--- src/rtl/wlr_pkg.sv ---
package wlr_pkg;
  // Quantizer outcome for one sample
  typedef enum logic [1:0] {
    Q_IN_RANGE = 2'd0,
    Q_CLIP_HI  = 2'd1,
    Q_CLIP_LO  = 2'd2
  } qstat_e;

  localparam int unsigned LFSR_W    = 16;
  localparam logic [15:0] LFSR_TAPS = 16'hB400; // bits 15,13,12,10
endpackage

--- src/rtl/wlr_lfsr.sv ---
module wlr_lfsr #(
  parameter int unsigned W        = 16,
  parameter logic [W-1:0] SEED    = '1,
  parameter logic [W-1:0] TAPS    = '1,
  parameter int unsigned OUT_BITS = 4
) (
  input  logic                clk,
  input  logic                rst_n,
  input  logic                adv,
  output logic [OUT_BITS-1:0] value
);
  logic [W-1:0] state_q;
  logic [W-1:0] state_d;
  logic         new_bit;

  always_comb begin
    new_bit = ^(state_q & TAPS);
    state_d = state_q;
    if (adv) begin
      state_d = {state_q[W-2:0], new_bit};
    end
  end

  always_ff @(posedge clk or negedge rst_n) begin
    if (!rst_n) begin
      state_q <= SEED;
    end else begin
      state_q <= state_d;
    end
  end

  assign value = state_q[OUT_BITS-1:0];
endmodule

--- src/rtl/wlr_err_filter.sv ---
module wlr_err_filter #(
  parameter int unsigned ERR_W = 6,
  parameter int unsigned CW    = 8,
  parameter int unsigned CF    = 4,
  parameter int unsigned NTAP  = 3,
  parameter logic [NTAP*CW-1:0] COEFS = '0,
  localparam int unsigned PROD_W = CW + ERR_W,
  localparam int unsigned ACC_W  = PROD_W + $clog2(NTAP) + 1
) (
  input  logic                    clk,
  input  logic                    rst_n,
  input  logic                    shift_en,
  input  logic signed [ERR_W-1:0] err_in,
  output logic signed [ACC_W-1:0] fb_out
);
  logic signed [ERR_W-1:0]  hist_q [NTAP];
  logic signed [ERR_W-1:0]  hist_d [NTAP];
  logic signed [PROD_W-1:0] prod   [NTAP];
  logic signed [ACC_W-1:0]  acc;

  // Newest error sits in slot 0 and meets coefficient 0
  always_comb begin
    for (int k = 0; k < NTAP; k++) begin
      hist_d[k] = hist_q[k];
    end
    if (shift_en) begin
      hist_d[0] = err_in;
      for (int k = 1; k < NTAP; k++) begin
        hist_d[k] = hist_q[k-1];
      end
    end
  end

  always_ff @(posedge clk or negedge rst_n) begin
    if (!rst_n) begin
      for (int k = 0; k < NTAP; k++) begin
        hist_q[k] <= '0;
      end
    end else begin
      for (int k = 0; k < NTAP; k++) begin
        hist_q[k] <= hist_d[k];
      end
    end
  end

  for (genvar g = 0; g < NTAP; g++) begin : g_tap
    localparam logic [CW-1:0] CK = COEFS[g*CW +: CW];
    logic [PROD_W-1:0] ca;
    logic [PROD_W-1:0] ha;
    assign ca = {{ERR_W{CK[CW-1]}}, CK};
    assign ha = {{CW{hist_q[g][ERR_W-1]}}, hist_q[g]};
    assign prod[g] = $signed(ca * ha);
  end

  always_comb begin
    acc = '0;
    for (int k = 0; k < NTAP; k++) begin
      acc = acc + {{(ACC_W-PROD_W){prod[k][PROD_W-1]}}, prod[k]};
    end
  end

  assign fb_out = acc >>> CF;
endmodule

--- src/rtl/wlr_quantizer.sv ---
module wlr_quantizer
  import wlr_pkg::*;
#(
  parameter int unsigned SUM_W = 23,
  parameter int unsigned OUT_W = 16,
  parameter int unsigned DROP  = 4,
  localparam int unsigned ERR_W = DROP + 2
) (
  input  logic signed [SUM_W-1:0] w_in,
  output logic signed [OUT_W-1:0] y_out,
  output logic signed [ERR_W-1:0] err_out,
  output qstat_e                  stat
);
  localparam logic signed [SUM_W-1:0] Y_MAX = SUM_W'((2**(OUT_W-1)) - 1);
  localparam logic signed [SUM_W-1:0] Y_MIN = ~Y_MAX;
  localparam logic signed [SUM_W-1:0] E_HI  = SUM_W'(2**DROP);
  localparam logic signed [SUM_W-1:0] E_LO  = -E_HI;

  logic signed [SUM_W-1:0] y_full;
  logic signed [SUM_W-1:0] y_sat;
  logic signed [SUM_W-1:0] err_raw;

  always_comb begin
    y_full = w_in >>> DROP;
    if (y_full > Y_MAX) begin
      y_sat = Y_MAX;
      stat  = Q_CLIP_HI;
    end else if (y_full < Y_MIN) begin
      y_sat = Y_MIN;
      stat  = Q_CLIP_LO;
    end else begin
      y_sat = y_full;
      stat  = Q_IN_RANGE;
    end
    err_raw = w_in - (y_sat <<< DROP);
    unique case (stat)
      Q_CLIP_HI: err_out = E_HI[ERR_W-1:0];
      Q_CLIP_LO: err_out = (err_raw < E_LO) ? E_LO[ERR_W-1:0] : err_raw[ERR_W-1:0];
      default:   err_out = {{(ERR_W-DROP){1'b0}}, w_in[DROP-1:0]};
    endcase
  end

  assign y_out = y_sat[OUT_W-1:0];
endmodule

--- src/rtl/wlr_noise_shaper.sv ---
module wlr_noise_shaper
  import wlr_pkg::*;
#(
  parameter int unsigned IN_W   = 20,
  parameter int unsigned OUT_W  = 16,
  parameter int unsigned CW     = 8,
  parameter int unsigned CF     = 4,
  parameter int          C0     = 32,
  parameter int          C1     = -16,
  parameter int          C2     = 0,
  parameter logic [15:0] SEED_A = 16'hACE1,
  parameter logic [15:0] SEED_B = 16'h5A3C
) (
  input  logic             clk,
  input  logic             rst_n,
  input  logic             dither_en,
  input  logic             in_valid,
  input  logic [IN_W-1:0]  in_data,
  output logic             out_valid,
  output logic [OUT_W-1:0] out_data
);
  localparam int unsigned DROP   = IN_W - OUT_W;
  localparam int unsigned ERR_W  = DROP + 2;
  localparam int unsigned NTAP   = 3;
  localparam int unsigned PROD_W = CW + ERR_W;
  localparam int unsigned FB_W   = PROD_W + $clog2(NTAP) + 1;
  localparam int unsigned DITH_W = DROP + 2;
  localparam int unsigned BIG_W  = (IN_W > FB_W) ? IN_W : FB_W;
  localparam int unsigned SUM_W  = BIG_W + 3;
  localparam logic [NTAP*CW-1:0] COEF_VEC = {CW'(C2), CW'(C1), CW'(C0)};
  localparam logic [16*2-1:0]    SEEDS    = {SEED_B, SEED_A};

  // Reset: asynchronous assertion, synchronous release
  logic rst_meta_q;
  logic rst_sync_n;
  always_ff @(posedge clk or negedge rst_n) begin
    if (!rst_n) begin
      rst_meta_q <= 1'b0;
      rst_sync_n <= 1'b0;
    end else begin
      rst_meta_q <= 1'b1;
      rst_sync_n <= rst_meta_q;
    end
  end

  // Dither sources
  logic [DROP-1:0] unif [2];
  for (genvar g = 0; g < 2; g++) begin : g_src
    wlr_lfsr #(
      .W       (LFSR_W),
      .SEED    (SEEDS[g*16 +: 16]),
      .TAPS    (LFSR_TAPS),
      .OUT_BITS(DROP)
    ) i_lfsr (
      .clk  (clk),
      .rst_n(rst_sync_n),
      .adv  (in_valid),
      .value(unif[g])
    );
  end

  logic signed [DITH_W-1:0] dither;
  always_comb begin
    dither = '0;
    if (dither_en) begin
      dither = $signed({2'b00, unif[0]}) - $signed({2'b00, unif[1]});
    end
  end

  // Error feedback filter
  logic signed [ERR_W-1:0] err_new;
  logic signed [FB_W-1:0]  fb;
  wlr_err_filter #(
    .ERR_W(ERR_W),
    .CW   (CW),
    .CF   (CF),
    .NTAP (NTAP),
    .COEFS(COEF_VEC)
  ) i_filt (
    .clk     (clk),
    .rst_n   (rst_sync_n),
    .shift_en(in_valid),
    .err_in  (err_new),
    .fb_out  (fb)
  );

  // Quantizer input: unfiltered sample plus feedback plus dither
  logic signed [SUM_W-1:0] w_sum;
  always_comb begin
    w_sum = $signed({{(SUM_W-IN_W){in_data[IN_W-1]}}, in_data})
          + $signed({{(SUM_W-FB_W){fb[FB_W-1]}}, fb})
          + $signed({{(SUM_W-DITH_W){dither[DITH_W-1]}}, dither});
  end

  logic signed [OUT_W-1:0] y_q;
  qstat_e                  qstat;
  wlr_quantizer #(
    .SUM_W(SUM_W),
    .OUT_W(OUT_W),
    .DROP (DROP)
  ) i_quant (
    .w_in   (w_sum),
    .y_out  (y_q),
    .err_out(err_new),
    .stat   (qstat)
  );

  // Output stage
  logic             out_valid_d;
  logic [OUT_W-1:0] out_data_d;
  always_comb begin
    out_valid_d = in_valid;
    out_data_d  = out_data;
    if (in_valid) begin
      out_data_d = y_q;
    end
  end

  always_ff @(posedge clk or negedge rst_sync_n) begin
    if (!rst_sync_n) begin
      out_valid <= 1'b0;
      out_data  <= '0;
    end else begin
      out_valid <= out_valid_d;
      out_data  <= out_data_d;
    end
  end
endmodule

--- config.mk ---
export PLATFORM = sky130hd
export DESIGN_NAME = wlr_noise_shaper
export DESIGN_NICKNAME = d
export VERILOG_FILES = /design/src/rtl/wlr_pkg.sv /design/src/rtl/wlr_lfsr.sv /design/src/rtl/wlr_err_filter.sv /design/src/rtl/wlr_quantizer.sv /design/src/rtl/wlr_noise_shaper.sv
export SDC_FILE = /design/constraint.sdc
export NUM_CORES = 1
export LEC_CHECK = 0
export BUFFER_PORTS_ARGS = -buffer_cell sky130_fd_sc_hd__buf_2
export CAP_MARGIN = 10
export CORE_ASPECT_RATIO = 1.5
export CORE_MARGIN = 3
export CORE_UTILIZATION = 50
export DETAILED_ROUTE_END_ITERATION = 7
export PLACE_DENSITY_LB_ADDON = 0.05
export SLEW_MARGIN = 20
export SYNTH_ARGS = -nofsm -noshare
export SYNTH_HDL_FRONTEND = slang
export SYNTH_SLANG_ARGS = --single-unit
--- constraint.sdc ---
create_clock -name clk -period 4.8 [get_ports clk]
set_input_delay 0 -clock clk [delete_from_list [all_inputs] [get_ports clk]]
set_output_delay 0 -clock clk [all_outputs]
set_load 0.005 [all_outputs]
[Word-level counts from Yosys, hierarchy flattened]
Index checks and enable logic that the tools add are counted.
Word-level totals
  word-level logic and storage cells: 28
  latch bits: 0
  memories kept: 0
  memory bits (writable): 0
  bits in read-only memories: 0
  flip-flop bits (word level): 63
Cells by class
  add/subtract/negate cells: 5
  mux-type cells: 7
  $mul: 1
  bitwise logic cells: 0
  reduce and logical (&&, ||, !) cells: 2
  div/mod/pow operators: 0
  $lt $le $gt $ge: 3
  shift operators: 0
  eq/ne operators: 2
Operators with widths (count)
  $mux W19: 2
  $reduce_xor A16 Y1: 2
  $lt A23 B5 Y1 const B: 1
  $sub A22 B23 Y23: 1
  $add A21 B6 Y22: 1
  $add A20 B11 Y21: 1
  $gt A18 B16 Y1 const B: 1
  $lt A18 B16 Y1 const B: 1
  $add A11 B14 Y15: 1
  $mul A10 B14 Y10 const A: 1
  $mux W6: 2
  $pmux W6 S2: 1
  $sub A4 B4 Y5: 1
  $mux W2: 2
  $eq A2 B1 Y1 const B: 1
  $eq A2 B2 Y1 const B: 1

[Logic depth before layout (Yosys ltp)]
Gate-level depths: netlist of run 1.
  depth after elaboration: 11
  depth in mapped cells: 47
  mapped depth without buffers: 44

[By module]
Synthesis of run 1 repeated with hierarchy kept, for this count alone.
Second synthesis, totals
  cell total of the unflattened synthesis: 784
  area total of the unflattened synthesis: 7258.2 µm²
By module, submodules not included
  wlr_noise_shaper: cells an instance 257, times used 1, seq. area each 475.5 µm², area each 2396.0 µm²
  wlr_err_filter: cells an instance 181, times used 1, seq. area each 300.3 µm², area each 1829.3 µm²
  wlr_quantizer: cells an instance 262, times used 1, seq. area each 0.0 µm², area each 1621.6 µm²
  wlr_lfsr: cells an instance 42, times used 2, seq. area each 410.4 µm², area each 705.7 µm²

[Worst setup path before layout of run 1]
OpenSTA, ideal clock, no wires.
  path type: register to register
  start: register i_filt.hist_q (netlist bit i_filt.g_tap[1].ha[5])
  end: register i_filt.hist_q (netlist bit i_filt.g_tap[0].ha[5])
  library setup time: 0.121 ns
  period minus slack after synthesis: 10.919 ns
  cell stages (with the launch flop): 42
  arrival time: 10.798 ns
  data required time: 4.679 ns
  slack: -6.119 ns
  cells stage by stage: dfrtp_1 > fa_1 > fa_1 > ha_1 > fa_1 > inv_1 > fa_1 > inv_1 > ha_1 > a21oi_1 > o21bai_1 > a21oi_1 > xnor2_1 > ha_1 > o21ai_0 > fa_1 > ha_1 > clkbuf_1 > [... 6 more ...] > nand3_1 > ha_1 > clkbuf_1 > clkinv_1 > a21oi_1 > inv_1 > fa_1 > inv_1 > a21oi_1 > o21ai_0 > a21boi_0 > o21ai_0 > nand2_1 > o21ba_2 > o31ai_1 > o2111a_1 > a21oi_2 > o22a_1
On the way
  longest elaborated chain between the ends: 11
Ends and longest elaborated chain
  start: declaration: RTL line wlr_err_filter.sv:16  | logic signed [ERR_W-1:0] hist_q [NTAP];
  start signal: indexed assignment: RTL line wlr_err_filter.sv:41  | hist_q[k] <= hist_d[k];
  $mul A10 B14 Y10 *: RTL line wlr_err_filter.sv:52  | assign prod[g] = $signed(ca * ha);
  $add A11 B14 Y15 *: RTL line wlr_err_filter.sv:58  | acc = acc + {{(ACC_W-PROD_W){prod[k][PROD_W-1]}}, prod[k]};
  $add A20 B11 Y21 *: RTL line wlr_noise_shaper.sv:91  | + $signed({{(SUM_W-FB_W){fb[FB_W-1]}}, fb})
  $add A21 B6 Y22 *: RTL line wlr_noise_shaper.sv:92  | + $signed({{(SUM_W-DITH_W){dither[DITH_W-1]}}, dither});
  $lt A18 B16 Y1: RTL line wlr_quantizer.sv:28  | end else if (y_full < Y_MIN) begin
  $mux W19: RTL line wlr_quantizer.sv:28
  $mux W19 *: RTL line wlr_quantizer.sv:25  | if (y_full > Y_MAX) begin
  net i_quant.y_out[1]: RTL line wlr_quantizer.sv:10  | output logic signed [OUT_W-1:0] y_out,
  $sub A22 B23 Y23 *: RTL line wlr_quantizer.sv:35  | err_raw = w_in - (y_sat <<< DROP);
  $lt A23 B5 Y1: RTL line wlr_quantizer.sv:38  | Q_CLIP_LO: err_out = (err_raw < E_LO) ? E_LO[ERR_W-1:0] : err_raw[ERR_W-1:0];
  $mux W6 *: RTL line wlr_quantizer.sv:38
  $pmux W6 S2 *: RTL line wlr_quantizer.sv:36  | unique case (stat)
Mark *: on every way through the listed nets, which the timed path passes. The rest lies on a longest branch.
A chain may end at the register's enable or synchronous reset.

[Final worst setup path of run 1]
  start: register i_filt.hist_q (netlist bit i_filt.g_tap[1].ha[3])
  end: register i_filt.hist_q (netlist bit i_filt.g_tap[0].ha[5])
On the way
  longest elaborated chain between the ends: 11
Ends and longest elaborated chain (RTL line)
  $mul A10 B14 Y10 *: wlr_err_filter.sv:52
  $add A11 B14 Y15 *: wlr_err_filter.sv:58
  $add A20 B11 Y21 *: wlr_noise_shaper.sv:91
  $add A21 B6 Y22 *: wlr_noise_shaper.sv:92
  $lt A18 B16 Y1: wlr_quantizer.sv:28
  $mux W19: wlr_quantizer.sv:28
  $mux W19: wlr_quantizer.sv:25
  $sub A22 B23 Y23: wlr_quantizer.sv:35
  $lt A23 B5 Y1: wlr_quantizer.sv:38
  $mux W6: wlr_quantizer.sv:38
  $pmux W6 S2 *: wlr_quantizer.sv:36
Mark *: on every way between the ends. The rest lies on a longest branch, timed or not.

==> results of run 1 <==
synth_stat cells, drive strengths merged (2+ instances only):
cell type | n | area, um^2
mux2 | 30 | 338
clkbuf | 19 | 71.3
or3 | 6 | 37.5
and2 | 4 | 25.0
nor3 | 4 | 20.0
o21ai | 36 | 184
o2111ai | 2 | 17.5
a21oi | 75 | 379
o221ai | 2 | 23.8
or4 | 3 | 26.3
nand2b | 5 | 31.3
fa | 41 | 821
a311oi | 2 | 17.5
nor2 | 37 | 144
inv | 75 | 282
nor4 | 3 | 25.0
xnor2 | 38 | 333
o22a | 2 | 17.5
nand3 | 18 | 90.1
mux2i | 2 | 20.0
o22ai | 4 | 25.0
o21a | 8 | 60.1
nand2 | 33 | 124
or2 | 2 | 12.5
and3 | 7 | 43.8
ha | 69 | 863
a211oi | 4 | 30.0
o211ai | 6 | 45.0
a31oi | 6 | 37.5
a21o | 18 | 135
o31ai | 4 | 30.0
nand3b | 2 | 15.0
a21boi | 6 | 45.0
o311ai | 2 | 17.5
xor2 | 13 | 114
dfstp | 16 | 420
buf | 3 | 13.8
a211o | 3 | 26.3
dfrtp | 47 | 1180
nand4 | 5 | 31.3
o21bai | 7 | 52.6
nor2b | 6 | 37.5
registers in the layout, indices dropped and copies added (netlist names):
| register | cells |
|---|---|
| rst_meta_q | 1 |
| out_data | 16 |
| g_src.i_lfsr.state_q | 32 |
| out_valid | 1 |
| rst_sync_n | 1 |
| i_filt.g_tap.ha | 12 |
worst min-delay path, delay by kind of cell:
family,cells,cell delay [ps]
buffers and inverters,1,90
AND/OR/NAND/NOR,1,80
AO/OA/AOI/OAI,1,130
adder cells (fa/ha/maj),1,180
worst min-delay path by stage:
stage | slack, ps | endpoint
3_5_place_dp | -210 | rst_meta_q
6_report | 220 | i_filt.g_tap[0].ha[0]
5_1_grt | 260 | i_filt.g_tap[0].ha[0]
4_1_cts | 220 | i_filt.g_tap[0].ha[0]
2_1_floorplan | -300 | rst_meta_q
3_3_place_gp | -220 | rst_meta_q
through the flow:
stage | hold WS [ps] | area [um^2] | setup WS [ps] | cells
2_1_floorplan | -296 | 6730 | -4560 | 691
3_3_place_gp | -216 | 8510 | -5070 | 1070
3_5_place_dp | -215 | 8510 | -5220 | 1070
4_1_cts | 223 | 9400 | -4760 | 1111
5_1_grt | 262 | 9830 | -5250 | 1118
6_report | 224 | 9830 | -4880 | 1118
layout make-up:
| type | count | area share |
|---|---|---|
| timing repair buffer | 276 | 0.209 |
| tap | 156 | 0.0199 |
| clock buffer | 9 | 0.0229 |
| clock inverter | 7 | 0.0102 |
| sequential | 63 | 0.163 |
| inverter | 76 | 0.0303 |
| multi-input combinational | 531 | 0.544 |
cell families (layout without fill, tap and decap cells):
group	count (synthesis)	after routing	share of synthesized area
buffers and inverters	98	368	0.0576
muxes	32	32	0.0557
other	1	1	0.000583
and+or+nand+nor	137	137	0.106
AOI/OAI and AO/OA	199	200	0.201
adders and majority gates	110	110	0.262
DFF	63	63	0.248
xor gates and xnor gates	51	51	0.0695
layout by cell type (no fill, tap or decap), types with 14 or more instances in the layout:
master,instances
buf_4,218
inv_1,66
ha_1,45
dfrtp_1,43
a21oi_1,42
buf_2,40
xnor2_1,35
nor2_1,34
nand2_1,33
fa_1,33
mux2_2,30
o21ai_0,23
ha_4,21
a21o_1,17
a21oi_2,17
a21oi_4,16
dfstp_2,16
nand3_1,14
metal layers:
| layer | GRT usage | up-vias |
|---|---|---|
| li1 | - | 2963 |
| met4 | 0.114 | 0 |
| met3 | 0.0345 | 48 |
| met2 | 0.538 | 110 |
| met1 | 0.301 | 3074 |
| met5 | 0 | - |
what timing repair did:
item / CTS / global route
hold endpoints to repair: 2 / 0
gates resized for setup: 72 / 76
hold buffers: 2 / 0
setup endpoints to repair: 22 / 22
pin swaps: 59 / 57
gates cloned: 1 / 0
buffers inserted: 22 / 9
==> run_results.csv, run 1 <==
group,metric,value,unit
sta,finalHoldViolations,0,
cts,cts_inserted_buffers,9,
global_route,antenna_found_initial,0,
floorplan,die_area,14300,um^2
critical_path,crit_family,"adder cells",
critical_path,critPathArrivalTime,9890,ps
final_layout,final_core_util,0.786,
critical_path,timing.rr.start,"i_filt.g_tap[1].ha[3]",
synthesis,synth.distinct_cells,66,
drt,route.detailed.drc,0,
synthesis,synth-warning-count,0,
synthesis,synthCells,691,
sta,setup_ws,-4880,ps
synthesis,synth_async_sr_flop_share,1.00,
placed_design,place.gp.congestion,0.932,
drt,finalWirelength,20500,um
sta,slew_headroom,0.367,
critical_path,end_kind,"register",
cts,clock_latency,330,ps
critical_path,crit_cells,43,
global_route,first_global_vias,6662,
sta,tightest_slew,949,ps
critical_path,reg2regPathDepth,43,
drt,wl_per_cell,18.3,um
critical_path,start_kind,"register",
min_path,hold_class,"input port to register",
sta,setup_violations,22,
synthesis,synth_fp_nets,825,
sta,setup_tns,-72420,ps
drt,dr.first_iter.drc_count,207,
floorplan,die_height,145,um
global_route,grt_remaining_overflow,0,
cts,cts-root-buf,"clkbuf_16",
outcome,violations,"negative setup slack",
floorplan,initial_core_util,0.514,
critical_path,critPathBufInv,9,
floorplan,core_area,12500,um^2
synthesis,synth_edf_count,0,
drt,viasPerCell,5.54,
drt,top_layer,"met4",
min_path,hold_start,"in_data[0]",
synthesis,ys_seq_area_frac,0.248,
drt,vias,6195,
final_layout,num_antenna_cells,0,
drt,dr_wl_met2,11600,um
cts,clkSinkCount,63,
critical_path,r2r-end,"i_filt.g_tap[0].ha[5]",
cts,clk_transition_reported_paths,60,ps
sta,finClkSkew,10.3,ps
sta,clock.fmax,0.103,GHz
sta,period_needed,9680,ps
global_route,grt_pass1_wl,31700,um
drt,final_antenna_net_count,0,
floorplan,io_pins,41,
final_layout,seq_area,1600,um^2
critical_path,crit_type,"register to register",
critical_path,crit_path_max_fanout,8,
run,maxCapViolCount,0,
final_layout,area_growth,52.9,%
placed_design,place.detailed.hpwl,15100,um
global_route,grt_max_degree,94,
critical_path,endpoint,"i_filt.g_tap[0].ha[5]",
critical_path,slowest_stage,"fa_2",
final_layout,fillers,853,
synthesis,ys_ff_latch,63,
synthesis,synth.cell_area,6430,um^2
cts,clockBufferDepth,2,
critical_path,critical_path.startpoint,"i_filt.g_tap[1].ha[3]",
critical_path,worstPathRequired,5010,ps
min_path,whs_path_depth,4,
drt,drt-pass1-iter-count,5,
floorplan,dieWidth,98.6,um
final_layout,nets,1091,
cts,cts_tree,"done",
drt,met3_length,503,um
critical_path,reg2reg_slack,-4880,ps
final_layout,layout-drive-gt1-share,0.493,
sta,rsz0062_at_grt,"yes",
drt,wl_met1,7650,um
global_route,track_usage,0.277,
placed_design,port_buffers,40,
cts,htree_num_levels,3,
critical_path,cpMostUsedCell,"buf_4",
synthesis,avgSynthCellArea,9.30,um^2
outcome,outcome,"finished with violations",
synthesis,synth_ff_type,"dfrtp_1",
critical_path,slowest_delay,600,ps
sta,post-route-period-util,2.02,
sta,slew_viol_final,0,
floorplan,row_count,50,
final_layout,multi_input_comb_area,5350,um^2
Power of run 1 is not shown: default switching activity piles up to over one toggle a cycle in this logic, so the estimate is an artifact.
==> run 2, diff against run 1 <==
- clock period: 4.8 -> 7.8 ns (I/O delays scaled with it)
==> run 2 against run 1 <==
The run still ends with negative setup slack left. Clock-buffer cell count is the same. Sequential cell count is the same. Maximum frequency grew 2.5%. Wire length shrank 15%. Non-clock buffer count shrank 36. Worst hold slack lost 49 ps. Register-to-register slack gained 3200 ps. Via count shrank 5.5%. Die area is the same. Global-route usage shrank 2.7 points.
==> run_results.csv, run 2 (synthesis gave the netlist of run 1 again) <==
group,metric,value,unit
outcome,outcome,"finished with violations",
outcome,violations,"negative setup slack",
sta,finClkSkew,8.07,ps
placed_design,place.gp.congestion,0.981,
cts,clock_latency,330,ps
drt,vias,5857,
floorplan,die_height,145,um
critical_path,crit_type,"register to register",
sta,slew_viol_final,0,
final_layout,area_growth,43.9,%
critical_path,reg2reg_slack,-1650,ps
drt,finalWirelength,17500,um
global_route,grt_remaining_overflow,0,
critical_path,end_kind,"register",
cts,cts-root-buf,"clkbuf_16",
drt,final_antenna_net_count,0,
final_layout,final_core_util,0.739,
cts,clkSinkCount,63,
floorplan,core_area,12500,um^2
sta,period_needed,9450,ps
critical_path,worstPathRequired,8010,ps
cts,cts_tree,"done",
placed_design,port_buffers,40,
sta,finalHoldViolations,0,
global_route,first_global_vias,6201,
critical_path,start_kind,"register",
min_path,hold_start,"in_data[0]",
critical_path,timing.rr.start,"i_filt.g_tap[1].ha[3]",
sta,tightest_slew,912,ps
cts,htree_num_levels,3,
critical_path,r2r-end,"i_filt.g_tap[0].ha[5]",
placed_design,place.detailed.hpwl,13700,um
min_path,whs_path_depth,4,
sta,clock.fmax,0.106,GHz
critical_path,reg2regPathDepth,41,
global_route,grt_max_degree,94,
cts,clk_transition_reported_paths,60,ps
sta,post-route-period-util,1.21,
sta,rsz0062_at_grt,"yes",
min_path,hold_end,"i_filt.g_tap[0].ha[0]",
floorplan,dieWidth,98.6,um
drt,route.detailed.drc,0,
final_layout,nets,1056,
final_layout,top_register,"g_src.i_lfsr.state_q",
critical_path,crit_path_max_fanout,12,
drt,viasPerCell,5.41,
drt,drt-pass1-iter-count,5,
sta,slew_headroom,0.392,
critical_path,slowest_stage,"fa_2",
final_layout,layout_common_cells,"192 x buf_4, 64 x inv_1, 52 x a21oi_1",
floorplan,initial_core_util,0.514,
drt,wl_per_cell,16.2,um
sta,setup_violations,6,
sta,setup_ws,-1650,ps
critical_path,critPathArrivalTime,9660,ps
floorplan,die_area,14300,um^2
min_path,hold_class,"input port to register",
run,maxCapViolCount,0,
global_route,grt_pass1_wl,28900,um
drt,dr.first_iter.drc_count,176,
global_route,antenna_found_initial,0,
floorplan,io_pins,41,
final_layout,num_antenna_cells,0,
cts,clockBufferDepth,2,
final_layout,final_common_cell,"buf_4",
floorplan,row_count,50,
global_route,track_usage,0.249,
critical_path,slowest_delay,580,ps
final_layout,layout-drive-gt1-share,0.447,
cts,cts_inserted_buffers,9,
final_layout,largest_reg_flops,32,
run 2: area by class of cell:
| cell class | count | area (um^2) |
|---|---|---|
| well taps | 156 | 195 |
| clock inverters | 7 | 103 |
| inverters | 76 | 300 |
| clock buffers | 9 | 225 |
| fillers | 938 | 3260 |
| multi-input cells | 532 | 5100 |
| flip-flops and latches | 63 | 1600 |
| repair buffers | 240 | 1730 |
run 2: timing repair:
action,CTS,global route
endpoints found under the setup margin,19,21
endpoints found under the hold margin,2,0
hold buffers,2,0
setup buffers,11,8
cloned,2,0
pin swaps,44,31
gates resized for setup,42,52
run 2: critical path: cells and delay by family, from the launching register on:
kind,cells,cell delay (ps)
compound gates,17,2620
xor+xnor,2,420
fa+ha+maj,11,4140
buf+inv,7,770
flops,1,440
simple gates,4,930
run 2: stage by stage:
| stage | cells | TNS, ps | hold slack [ps] | setup WS [ps] | instance area [um^2] |
|---|---|---|---|---|---|
| 3_5_place_dp | 1046 | -14280 | -210 | -2260 | 8310 |
| 6_report | 1083 | -9360 | 174 | -1650 | 9250 |
| 5_1_grt | 1083 | -11320 | 202 | -1970 | 9250 |
| 2_1_floorplan | 691 | -8700 | -296 | -1570 | 6690 |
| 3_3_place_gp | 1046 | -11570 | -216 | -2020 | 8310 |
| 4_1_cts | 1077 | -10060 | 192 | -1750 | 8960 |
run 2: worst max-delay path by stage:
| stage | slack, ps | cells after the start | start | to |
|---|---|---|---|---|
| global placement | -2020 | 37 | i_filt.g_tap[1].ha[3] | i_filt.g_tap[0].ha[5] |
| global route | -1970 | 41 | i_filt.g_tap[1].ha[4] | i_filt.g_tap[0].ha[5] |
| finish | -1650 | 41 | i_filt.g_tap[1].ha[3] | i_filt.g_tap[0].ha[5] |
| detailed placement | -2260 | 37 | i_filt.g_tap[1].ha[3] | i_filt.g_tap[0].ha[5] |
| floorplan | -1570 | 42 | i_filt.g_tap[1].ha[5] | i_filt.g_tap[0].ha[5] |
| CTS | -1750 | 42 | i_filt.g_tap[1].ha[3] | i_filt.g_tap[0].ha[5] |
run 2: routing by layer:
layer,GRT usage,wire length [um],vias to the layer above
met4,0.118,834,0
li1,-,-,2897
met3,0.0379,434,51
met5,0,0,-
met1,0.273,6800,2799
met2,0.470,9430,110
Power of run 2 is left out for the same reason.
==> run 3, diff against run 2 <==
- CELL_PAD_IN_SITES_DETAIL_PLACEMENT: default -> 1
- CELL_PAD_IN_SITES_GLOBAL_PLACEMENT: default -> 2
- CORE_UTILIZATION: 50 -> 36
==> run 3 against run 2 <==
Worst hold slack better by 4.8 ps. Critical path depth is 2 lower. The flow still finishes with violations (negative setup slack). Core utilization decreased by 19 points. Sequential cell count did not move. Die area up 37%. Register-to-register slack got worse by 80 ps. Clock-buffer cell count stayed put. First-iteration DRC count down 12%. Cell count is 6.4% higher. Maximum frequency down 0.81%.
==> run_results.csv, run 3 (synthesis gave the netlist of run 1 again) <==
group,metric,value,unit
critical_path,crit_path_max_fanout,7,
critical_path,slowest_delay,600,ps
floorplan,row_count,59,
global_route,first_global_vias,6835,
floorplan,io_pins,41,
placed_design,place.detailed.hpwl,16500,um
final_layout,area_growth,48.6,%
final_layout,fillers,2016,
final_layout,multi_input_comb_area,5180,um^2
global_route,gr-usage-met3,0.0228,
placed_design,place.gp.congestion,0.892,
cts,clock_latency,330,ps
final_layout,nets,1068,
sta,setup_ws,-1730,ps
global_route,antenna_found_initial,0,
drt,viasPerCell,5.22,
cts,clkSinkCount,63,
sta,slew_headroom,0.365,
floorplan,die_height,170,um
global_route,grt_use_met1,0.229,
final_layout,final_core_util,0.548,
sta,finalHoldViolations,0,
sta,hold-worst-slack,179,ps
cts,htree_num_levels,3,
min_path,hold_class,"input port to register",
critical_path,start_kind,"register",
floorplan,core_area,17400,um^2
critical_path,crit_type,"register to register",
final_layout,top_register,"g_src.i_lfsr.state_q",
drt,dr.first_iter.drc_count,155,
cts,cts_tree,"done",
min_path,hold_end,"i_filt.g_tap[0].ha[0]",
critical_path,reg2regPathDepth,39,
critical_path,cpMostUsedCell,"a21o_1",
critical_path,reg2reg_slack,-1730,ps
critical_path,end_kind,"register",
outcome,violations,"negative setup slack",
placed_design,port_buffers,40,
sta,post-route-period-util,1.22,
drt,wl_per_cell,18.0,um
sta,setup_violations,6,
critical_path,worstPathRequired,8020,ps
drt,final_antenna_net_count,0,
final_layout,layout_common_cells,"201 x buf_4, 67 x inv_1, 50 x ha_1",
global_route,grt_pass1_wl,33300,um
global_route,top_usage_layer,"met2",
cts,clk_transition_reported_paths,60,ps
outcome,outcome,"finished with violations",
sta,tightest_slew,953,ps
sta,clock.fmax,0.105,GHz
final_layout,layout-drive-gt1-share,0.469,
min_path,hold_start,"in_data[0]",
critical_path,r2r-end,"i_filt.g_tap[0].ha[5]",
final_layout,final_common_cell,"buf_4",
run,maxCapViolCount,0,
global_route,grt_remaining_overflow,0,
final_layout,design_area,9550,um^2
critical_path,timing.rr.start,"i_filt.g_tap[1].ha[4]",
global_route,use_met2,0.424,
sta,period_needed,9530,ps
drt,route.detailed.drc,0,
global_route,grt_max_degree,94,
min_path,whs_path_depth,4,
final_layout,num_antenna_cells,0,
final_layout,largest_reg_flops,32,
drt,vias,6009,
critical_path,slowest_stage,"fa_1",
sta,finClkSkew,7.42,ps
cts,cts_inserted_buffers,9,
drt,drt-pass1-iter-count,4,
floorplan,die_area,19500,um^2
sta,slew_viol_final,0,
drt,finalWirelength,20700,um
placed_design,postPlaceCellArea,8400,um^2
cts,cts-root-buf,"clkbuf_16",
cts,clockBufferDepth,2,
floorplan,initial_core_util,0.369,
sta,rsz0062_at_grt,"yes",
floorplan,dieWidth,115,um
global_route,track_usage,0.215,
final_layout,seq_area,1600,um^2
critical_path,critPathArrivalTime,9750,ps
-- run 3: cell count changes in the layout (fill, tap and decap cells not counted), moves of 3 or more --
cell	change
a21oi_1	-9
a21oi_4	+8
buf_4	+9
ha_1	+6
ha_4	-4
inv_1	+3
o21ai_1	-3
o21bai_2	+3
-- run 3: cell type report --
| class | count | share of cell area |
|---|---|---|
| multi-input combinational | 530 | 0.543 |
| timing repair buffer | 254 | 0.196 |
| sequential | 63 | 0.168 |
| inverter | 76 | 0.0312 |
| tap | 213 | 0.0279 |
| clock buffer | 9 | 0.0236 |
| clock inverter | 7 | 0.0109 |
-- run 3: through the flow --
| stage | setup TNS (ps) | instances | setup WS (ps) |
|---|---|---|---|
| 2_1_floorplan | -8700 | 691 | -1570 |
| 3_3_place_gp | -13010 | 1102 | -2230 |
| 3_5_place_dp | -15000 | 1102 | -2410 |
| 4_1_cts | -9900 | 1140 | -1710 |
| 5_1_grt | -12970 | 1152 | -2140 |
| 6_report | -9780 | 1152 | -1730 |
-- run 3: per-layer routing --
metal	up-vias	wire [um]	share of wire
li1	2910	-	-
met1	2975	7780	0.38
met5	-	0	0
met2	81	11900	0.57
met4	0	702	0.034
met3	43	341	0.016
-- run 3: worst max path at each step --
stage,endpoint,slack [ps],startpoint
finish,i_filt.g_tap[0].ha[5],-1730,i_filt.g_tap[1].ha[4]
global route,i_filt.g_tap[0].ha[5],-2140,i_filt.g_tap[1].ha[4]
CTS,i_filt.g_tap[0].ha[5],-1710,i_filt.g_tap[1].ha[4]
detailed placement,i_filt.g_tap[0].ha[5],-2410,i_filt.g_tap[1].ha[4]
global placement,i_filt.g_tap[0].ha[5],-2230,i_filt.g_tap[1].ha[3]
floorplan,i_filt.g_tap[0].ha[5],-1570,i_filt.g_tap[1].ha[5]
-- run 3: timing repair --
| action | in CTS | in global routing |
|---|---|---|
| buffers inserted | 21 | 13 |
| pin swaps | 57 | 42 |
| endpoints found under the setup margin | 18 | 21 |
| resized for setup | 57 | 63 |
| hold endpoints to repair | 2 | 0 |
| hold buffers | 2 | 0 |
-- run 3: critical path, delay by kind of cell, from the launching register on --
kind	cells	cell delay, ps
AO/OA/AOI/OAI	16	2720
XOR/XNOR	2	290
adder cells (fa/ha/maj)	10	3690
buffers and inverters	5	490
flip-flops	1	450
AND/OR/NAND/NOR	6	1790
Power of run 3 is left out for the same reason.
